[src/rtl/fram_pkg.sv]
package fram_pkg;
  localparam int unsigned DEF_CNT_W = 12;
  localparam int unsigned DEF_SEL_W = 3;
  localparam int unsigned DEF_SYNC  = 2;

  typedef struct packed {
    logic fast_en;
    logic irq_mask;
    logic tdo_flag_en;
  } fram_ctl_t;
endpackage

[src/rtl/fram_edge_sync.sv]
module fram_edge_sync #(
  parameter int unsigned STAGES = fram_pkg::DEF_SYNC
) (
  input  logic clk,
  input  logic rst_n,
  input  logic ref_in,
  output logic rise
);
  localparam int unsigned LAST = STAGES;

  // sh[0..STAGES-1] synchronizer, sh[STAGES] holds previous synced value
  logic [LAST:0] sh;

  always_ff @(posedge clk or negedge rst_n) begin
    if (!rst_n) sh <= '0;
    else        sh <= {sh[LAST-1:0], ref_in};
  end

  assign rise = sh[LAST-1] & ~sh[LAST];

  // a detected edge cannot repeat on the next cycle
  a_r2_rise_single: assert property (@(posedge clk) disable iff (!rst_n)
    rise |=> !rise);
endmodule

[src/rtl/fram_idle_timer.sv]
module fram_idle_timer #(
  parameter int unsigned CNT_W = fram_pkg::DEF_CNT_W,
  parameter int unsigned SEL_W = fram_pkg::DEF_SEL_W
) (
  input  logic             clk,
  input  logic             rst_n,
  input  logic             rise,
  input  logic [SEL_W-1:0] sel,
  input  logic [CNT_W-1:0] limit,
  output logic             tmo
);
  logic [SEL_W-1:0] sel_q;
  logic [CNT_W-1:0] cnt;
  logic             fired;
  logic             restart;

  assign restart = rise | (sel != sel_q);
  assign tmo     = !restart && !fired && (cnt == limit);

  always_ff @(posedge clk or negedge rst_n) begin
    if (!rst_n) begin
      sel_q <= '0;
      cnt   <= '0;
      fired <= 1'b0;
    end else begin
      sel_q <= sel;
      if (restart) begin
        cnt   <= '0;
        fired <= 1'b0;
      end else if (!fired) begin
        if (cnt == limit) fired <= 1'b1;
        else              cnt   <= cnt + 1'b1;
      end
    end
  end

  // one timeout per idle stretch
  a_r4_tmo_once: assert property (@(posedge clk) disable iff (!rst_n)
    tmo |=> !tmo);
  // a selection change is followed by a fresh count
  a_r10_rearm: assert property (@(posedge clk) disable iff (!rst_n)
    (sel != sel_q) |=> (cnt == '0) && !fired);
endmodule

[src/rtl/fram_fail_status.sv]
module fram_fail_status (
  input  logic              clk,
  input  logic              rst_n,
  input  logic              set,
  input  logic              clr,
  input  fram_pkg::fram_ctl_t ctl,
  input  logic              tdo_in,
  output logic              flag,
  output logic              irq,
  output logic              tdo_out
);
  always_ff @(posedge clk or negedge rst_n) begin
    if (!rst_n) flag <= 1'b0;
    else        flag <= set | (flag & ~clr);
  end

  assign irq     = flag & ~ctl.irq_mask;
  assign tdo_out = ctl.tdo_flag_en ? flag : tdo_in;

  // flag only drops after a clear strobe
  a_r6_sticky: assert property (@(posedge clk) disable iff (!rst_n)
    $fell(flag) |-> $past(clr));
  // a set always lands, even alongside a clear
  a_r7_set_wins: assert property (@(posedge clk) disable iff (!rst_n)
    set |=> flag);
endmodule

[src/rtl/fast_ref_activity_monitor.sv]
module fast_ref_activity_monitor #(
  parameter int unsigned CNT_W = fram_pkg::DEF_CNT_W,
  parameter int unsigned SEL_W = fram_pkg::DEF_SEL_W,
  parameter int unsigned SYNC  = fram_pkg::DEF_SYNC
) (
  input  logic             clk,
  input  logic             rst_n,
  input  logic             ref_in,
  input  logic [SEL_W-1:0] ref_sel,
  input  logic [CNT_W-1:0] limit,
  input  logic             fast_en,
  input  logic             clr_flag,
  input  logic             irq_mask,
  input  logic             tdo_flag_en,
  input  logic             tdo_in,
  output logic             disq_req,
  output logic             fail_flag,
  output logic             irq,
  output logic             tdo_out
);
  fram_pkg::fram_ctl_t ctl;
  logic rise;
  logic tmo;
  logic hit;

  assign ctl = '{fast_en: fast_en, irq_mask: irq_mask, tdo_flag_en: tdo_flag_en};
  assign hit = tmo & ctl.fast_en;

  fram_edge_sync #(.STAGES(SYNC)) u_sync (
    .clk(clk), .rst_n(rst_n), .ref_in(ref_in), .rise(rise)
  );

  fram_idle_timer #(.CNT_W(CNT_W), .SEL_W(SEL_W)) u_timer (
    .clk(clk), .rst_n(rst_n), .rise(rise), .sel(ref_sel),
    .limit(limit), .tmo(tmo)
  );

  fram_fail_status u_status (
    .clk(clk), .rst_n(rst_n), .set(hit), .clr(clr_flag), .ctl(ctl),
    .tdo_in(tdo_in), .flag(fail_flag), .irq(irq), .tdo_out(tdo_out)
  );

  always_ff @(posedge clk or negedge rst_n) begin
    if (!rst_n) disq_req <= 1'b0;
    else        disq_req <= hit;
  end

  // request is a single-cycle pulse
  a_r4_pulse: assert property (@(posedge clk) disable iff (!rst_n)
    disq_req |=> !disq_req);
  // no request unless the fast-switch enable was high
  a_r5_gated: assert property (@(posedge clk) disable iff (!rst_n)
    disq_req |-> $past(fast_en));
  // flag accompanies every request
  a_r6_flag_with_req: assert property (@(posedge clk) disable iff (!rst_n)
    disq_req |-> fail_flag);
endmodule

[config.mk]
export PLATFORM = sky130hd
export DESIGN_NAME = fast_ref_activity_monitor
export DESIGN_NICKNAME = d
export VERILOG_FILES = /design/src/rtl/fram_pkg.sv /design/src/rtl/fram_edge_sync.sv /design/src/rtl/fram_idle_timer.sv /design/src/rtl/fram_fail_status.sv /design/src/rtl/fast_ref_activity_monitor.sv
export SDC_FILE = /design/constraint.sdc
export NUM_CORES = 1
export LEC_CHECK = 0
export BUFFER_PORTS_ARGS = -buffer_cell sky130_fd_sc_hd__buf_2
export CAP_MARGIN = 10
export CORE_UTILIZATION = 52
export DETAILED_ROUTE_END_ITERATION = 8
export GPL_TIMING_DRIVEN = 0
export PLACE_DENSITY = 0.78
export SYNTH_ARGS = -nofsm -noshare
export SYNTH_HDL_FRONTEND = slang
export SYNTH_SLANG_ARGS = --single-unit
[constraint.sdc]
create_clock -name clk -period 2.8 [get_ports clk]
set_input_delay 0.14 -clock clk [delete_from_list [all_inputs] [get_ports clk]]
set_output_delay 0.14 -clock clk [all_outputs]
set_load 0.01 [all_outputs]
==> results.toml, run 1 <==
[route]
drc = 0
via_count = 950
wl_um = 2160
drt_pass1_iterations = 4
wl_per_cell_um = 12.5
ant_nets = 0
drt_iter0_drc = 13
viasPerCell = 5.49

[power]
p_leak_nw = 0.590
power_density_nw_per_um2 = 372
vdd_drop_max_mv = 0.348

[synthesis]
synthArstFlopShare_pct = 100
synth.largest_area_cell = "dfrtp_1"
syn_nets = 134
yosysSeqAreaShare_pct = 46.6
postSynthCellCount = 110
syn_area_um2 = 1130
synth_top_flop_cell = "dfrtp_1"
ys_ff_latch = 21
synth_area_per_cell_um2 = 10.2
synthTopCellsByArea = "dfrtp_1, xnor2_1, or4_1"
yosys_warnings = 0
synth_edf_count = 0
synth_top_area_share_pct = 46.6
ys_types = 30

[floorplanning]
dieArea_um2 = 2360
die_h_um = 48.6
die_x_um = 48.6
start_util_pct = 56.3
core_area_um2 = 2000
ios = 27
num_rows = 16

[job]
drv_cap = 0

[setup_path]
worstPathArrival_ns = 2.08
critPathMaxStageDelay_ns = 0.53
crit_type = "primary input to register"
cp_cell_sequence = "dlygate4sd3_1, buf_2, xnor2_1, o2111ai_1, clkbuf_1, or4_1, nand2_1"
endpoint_kind = "register"
path_max_fanout = 10
rr_worst_depth = 8
crit_required_ns = 3.05
crit_path_top_delay_cell = "dlygate4sd3_1"
reg2reg_slack_ns = 1.02
critPathLaunchType = "primary input"

[final_layout]
area_growth_syn_to_layout_pct = 22.3
multiInputGateArea_um2 = 546
filler_cell_count = 158
seq_area_um2 = 526
fin_util_pct = 68.9
diodes = 0
layout-drive-gt1-share_pct = 25.3
final_cell_count_no_fill = 173
nets = 171
final_cell_area_um2 = 1380

[global_routing]
grt_pass1_vias = 898
grtUsageTotal_pct = 21.4
grt.overflow.total = 0
grt_max_degree = 22
grt_pass1_wl_um = 3860
antenna_found_initial = 0

[sta]
final_max_slew_viol_count = 0
layout_setup_ws_ns = 0.968
hold_viol_final = 0
max-slew-margin-rel_pct = 70.2
post-route-min-period_ns = 1.83
tightest_slew_ns = 0.447
fin_crit_sh_pct = 65.4
finClkSkew_ns = 0.000981
tns_ns = 0
setup_viol = 0
rsz0062_at_grt = "false"
max_freq_mhz = 546

[cts]
clockBufferDepth = 2
clk_latency_ns = 0.30
cts_resized = 0
clk_pin_slew_ns = 0.11
clock-root-buffer = "clkbuf_4"
numCtsBuffers = 3
postCtsSetupBuffers = 0
cts.hold.buffers_added = 6
h-tree-depth = 1
cts.sinks = 21
cts_tree = "yes"

[place]
gp_congestion = 0.809
placed_area_um2 = 1290
dp.final_hpwl_um = 1560
portBuffers = 26
dp.cells = 163
dp_slack_ns = 1.05

[hold_path]
whs_path_depth = 2
hp-class = "primary input to register"

[run_status]
status = "finished, final reports clean"
## cells in the mapped netlist, types with 2 or more instances
library cell,number
nand4_1,3
o31ai_1,5
nor2_1,5
or4_1,8
o211ai_1,3
o21ai_0,3
nand2_1,9
buf_6,2
or3_1,3
nand3_1,5
xnor2_1,15
dfrtp_1,21
inv_1,4
a21oi_1,8
## layout make-up
| class | count | share of cell area [%] |
|---|---|---|
| buffer | 4 | 2.99 |
| clock buffer | 3 | 1.63 |
| clock inverter | 1 | 0.363 |
| inverter | 4 | 1.09 |
| multi-input combinational | 81 | 39.6 |
| sequential | 21 | 38.1 |
| tap | 27 | 2.45 |
| timing repair buffer | 32 | 13.8 |
## state kept, by name (all words and copies together) (netlist names)
name / cells
u_sync.sh: 3
u_status.flag: 1
u_timer.sel_q: 3
disq_req: 1
u_timer.cnt: 12
u_timer.fired: 1
## critical path, delay by kind of cell
family	cells	cell delay [ns]
buffers and inverters	3	0.93
AO/OA/AOI/OAI	1	0.21
XOR/XNOR	1	0.20
AND/OR/NAND/NOR	2	0.59
## placed cells by master, fill, tap and decap left out, types with 4 or more instances in the layout
cell / instances
inv_1: 4
nand2_1: 9
buf_2: 26
or4_1: 8
a21oi_1: 8
xnor2_1: 15
o31ai_1: 5
nor2_1: 5
nand3_1: 5
dfrtp_1: 21
dlygate4sd3_1: 6
## per-stage QoR
step	hold WS [ns]	total power, W
2_1_floorplan	-0.156	0.000340
3_3_place_gp	0.109	0.000365
3_5_place_dp	0.114	0.000368
4_1_cts	0.127	0.000520
5_1_grt	0.138	0.000538
6_report	0.143	0.000512
## power by group
group / total, W / switching [W] / internal [W] / leakage, nW
registers: 0.000312 / 0.00000344 / 0.000309 / 0.279
clock network: 0.000145 / 0.0000914 / 0.0000533 / 0.0177
logic: 0.0000557 / 0.0000257 / 0.0000299 / 0.293
total: 0.000512 / 0.000121 / 0.000392 / 0.590
## worst paths after layout
path / start / to
worst max register to register: u_timer.cnt[2] / u_timer.cnt[3]
min in group asynchronous: rst_n / u_sync.sh[0]
worst max-delay path: ref_sel[2] / u_timer.cnt[10]
worst min register to register: u_sync.sh[0] / u_sync.sh[1]
worst min-delay path: fast_en / disq_req
max in group asynchronous: rst_n / u_timer.cnt[5]
## kinds of logic (layout without fill, tap and decap cells)
| group | count (synthesis) | in the layout | share of synthesized area [%] |
|---|---|---|---|
| AOI/OAI and AO/OA | 22 | 22 | 12.7 |
| buffers and inverters | 8 | 44 | 4.99 |
| adders and majority gates | 1 | 1 | 1.11 |
| xor gates and xnor gates | 15 | 15 | 11.7 |
| and+or+nand+nor | 41 | 41 | 21.1 |
| DFF | 21 | 21 | 46.6 |
| muxes | 2 | 2 | 1.89 |
## layer usage
layer / vias to the layer above / share of wire (%) / global-route usage, %
met5: - / 0 / 0
met4: 0 / 1.5 / 10.3
li1: 472 / - / -
met2: 35 / 47 / 34.7
met1: 439 / 46 / 28.2
met3: 4 / 5.5 / 2.83
Note: power is estimated with default switching activity, not from simulation.
==> inputs of run 2 (changes only) <==
--- a/config.mk
+++ b/config.mk
@@ -5,12 +5,13 @@
 export SDC_FILE = /design/constraint.sdc
 export NUM_CORES = 1
 export LEC_CHECK = 0
+export ABC_AREA = 1
 export BUFFER_PORTS_ARGS = -buffer_cell sky130_fd_sc_hd__buf_2
 export CAP_MARGIN = 10
 export CORE_UTILIZATION = 52
 export DETAILED_ROUTE_END_ITERATION = 8
 export GPL_TIMING_DRIVEN = 0
-export PLACE_DENSITY = 0.78
+export PLACE_DENSITY = 0.76
 export SYNTH_ARGS = -nofsm -noshare
 export SYNTH_HDL_FRONTEND = slang
 export SYNTH_SLANG_ARGS = --single-unit
==> constraint.sdc (replaced) <==
create_clock -name clk -period 1.85 [get_ports clk]
set_input_delay 0.0925 -clock clk [delete_from_list [all_inputs] [get_ports clk]]
set_output_delay 0.0925 -clock clk [all_outputs]
set_load 0.01 [all_outputs]
==> run 2 against run 1 <==
  * Sequential share of layout area decreased by 6.4 points
  * Worst hold slack got worse by 0.13 ns
  * Routed wire length increased by 34%
  * Sequential cell count unchanged
  * Clock power increased by 66%
  * Area after synthesis increased by 24%
  * First-iteration DRC count increased to 2.8 times the previous value
  * Synthesized cell count increased by 100%
  * Register-to-register slack got worse by 0.72 ns
  * Non-clock buffer count increased by 1
  * Clock skew increased by 0.0047 ns
  * Total power increased by 59%
  * Critical path type is now register to register
  * Critical endpoint is now u_timer.cnt[8]
  * Highest routed layer unchanged
==> results.toml, run 2 <==
[power]
clkPwrFrac_pct = 29.5
internal-power_w = 0.000597
switching_share_pct = 26.9
comb_power_share_pct = 12.7
p_switching_w = 0.000220
seqPwrFrac_pct = 57.8
p_leak_nw = 0.924
power_density_nw_per_um2 = 492
vdd_drop_max_mv = 0.521

[synthesis]
synth.largest_area_cell = "dfrtp_1"
synth_edf_count = 0
synthTopCellsByArea = "dfrtp_1, nand2_1, nor2_1"
synthArstFlopShare_pct = 100
synth_top_area_share_pct = 37.5
postSynthCellCount = 220
yosys_warnings = 0
synth_most_common_cell = "nand2_1"
ys_ff_latch = 21
ys_types = 22
synth_common_cells = "nand2_1, nor2_1, inv_1"
synth_area_per_cell_um2 = 6.37
syn_area_um2 = 1400
syn_nets = 244
yosysSeqAreaShare_pct = 37.5
synth_top_flop_cell = "dfrtp_1"

[setup_path]
r2r_end = "u_timer.cnt[8]"
worstPathArrival_ns = 1.82
r2r-start = "u_timer.cnt[1]"
path_max_fanout = 6
endpoint_kind = "register"
critPathLaunchType = "register"
rr_worst_depth = 7
crit_required_ns = 2.12
crit_type = "register to register"
reg2reg_slack_ns = 0.30

[route]
viasPerCell = 4.81
drc = 0
ant_nets = 0
wl_per_cell_um = 10.1
drt_iter0_drc = 36
via_count = 1376
drt_pass1_iterations = 5
wl_um = 2890

[cts]
clock-root-buffer = "clkbuf_4"
clk_pin_slew_ns = 0.13
cts.sinks = 21
numCtsBuffers = 3
clockBufferDepth = 2
h-tree-depth = 1
cts_tree = "yes"
cts_resized = 0
clk_latency_ns = 0.32

[sta]
tns_ns = 0
max-slew-margin-rel_pct = 67.9
tightest_slew_ns = 0.481
rsz0062_at_grt = "false"
finClkSkew_ns = 0.00571
hold_viol_final = 0
final_max_slew_viol_count = 0
layout_setup_ws_ns = 0.300
post-route-min-period_ns = 1.55
fin_crit_sh_pct = 83.8
max_freq_mhz = 645
holdWs_ns = 0.0175
setup_viol = 0

[floorplanning]
die_x_um = 53.9
core_area_um2 = 2520
dieArea_um2 = 2910
ios = 27
die_h_um = 53.9
start_util_pct = 55.6
num_rows = 18

[global_routing]
antenna_found_initial = 0
grt_pass1_vias = 1195
grt_pass1_wl_um = 5060
grtUsageTotal_pct = 24.5
grt_max_degree = 22
grt.overflow.total = 0

[final_layout]
fin_util_pct = 65.8
nets = 281
top_register = "u_timer.cnt"
layout_common_cells = "nand2_1, nor2_1, inv_1, buf_2, dfrtp_1"
area_growth_syn_to_layout_pct = 18.4
diodes = 0
top_regs = "u_timer.cnt x12, u_sync.sh x3, u_timer.sel_q x3"
largest_reg_flops = 12
layout-drive-gt1-share_pct = 17.2
layout_commonest_cell = "nand2_1"
filler_cell_count = 258

[hold_path]
hold_path_end = "disq_req"
hp-class = "primary input to register"
hp-start = "fast_en"
whs_path_depth = 3

[run_status]
status = "finished, final reports clean"

[place]
dp.final_hpwl_um = 2080
portBuffers = 26
gp_congestion = 0.840
dp_slack_ns = 0.333

[job]
drv_cap = 0
-- run 2: changes by cell type after synthesis, sizes merged, moves of 2 or more --
cell / delta
a21oi: -4
o31ai: -5
nand3: +14
o211ai: -3
or2: -2
nand2: +86
nor2: +28
xnor2: -14
or4: -8
o21ai: -3
or3: -3
inv: +30
-- run 2: repair_timing --
action                     4_1_cts  5_1_grt
setup endpoints to repair        0        0
hold buffers                     6        0
hold endpoints to repair        26        0
buffers inserted                 0        0
-- run 2: power groups by stage --
stage	combinational (W)	clock [W]	sequential, W
floorplan	0.0000493	0	0.000480
global placement	0.0000929	0	0.000480
detailed placement	0.0000945	0	0.000481
CTS	0.000104	0.000252	0.000472
global route	0.000122	0.000264	0.000473
finish	0.000104	0.000241	0.000472
-- run 2: kinds of logic after synthesis --
group	count (synthesis)	synth area share, %
flip-flops	21	37.5
adder cells (fa/ha/maj)	1	0.893
AND/OR/NAND/NOR	152	45.5
XOR/XNOR	2	1.25
AO/OA/AOI/OAI	5	1.88
buffers and inverters	39	12.9
-- run 2: worst max path at each step --
stage                     slack, ns         endpoint      startpoint
after floorplan                0.53   u_timer.cnt[8]  u_timer.cnt[1]
after global placement         0.37   u_timer.cnt[8]  u_timer.cnt[1]
after detailed placement       0.33   u_timer.cnt[8]  u_timer.cnt[1]
after CTS                      0.31   u_timer.cnt[8]  u_timer.cnt[1]
after global routing           0.05  u_timer.cnt[10]  u_timer.cnt[1]
final                          0.30   u_timer.cnt[8]  u_timer.cnt[1]
-- run 2: metrics by stage --
step / instance area [µm²] / std cells / total power [W]
after detailed placement: 1570 / 276 / 0.000575
after global placement: 1570 / 276 / 0.000573
final: 1660 / 286 / 0.000817
after floorplan: 1400 / 220 / 0.000529
after global routing: 1660 / 286 / 0.000859
after CTS: 1660 / 286 / 0.000828
-- run 2: cell type report --
| type | count | area (µm²) | share of cell area [%] |
|---|---|---|---|
| Tap cell | 30 | 37.5 | 2.26 |
| Timing Repair Buffer | 32 | 190 | 11.5 |
| Clock inverter | 1 | 7.51 | 0.452 |
| Buffer | 5 | 53.8 | 3.24 |
| Clock buffer | 3 | 22.5 | 1.36 |
| Inverter | 34 | 128 | 7.69 |
| Sequential cell | 21 | 526 | 31.7 |
| Multi-Input combinational cell | 160 | 694 | 41.9 |
-- run 2: routing by layer --
metal  share of wire, %  wire, µm  up-vias  global-route usage [%]
li1                   -         -      735                       -
met1                 51      1480      600                    32.1
met2                 43      1230       37                    40.5
met3                4.9       141        4                    2.82
met4                1.1        33        0                    10.1
met5                  0         0        -                       0
-- run 2: worst max-delay path, stage by stage, from the launching register on --
cell and delay, ns:
dfrtp_1 0.44, ha_1 0.19, nand2_1 0.09, nor2_1 0.33, nand4_1 0.13, a21oi_1 0.18
nand3_1 0.09, nand2_1 0.06
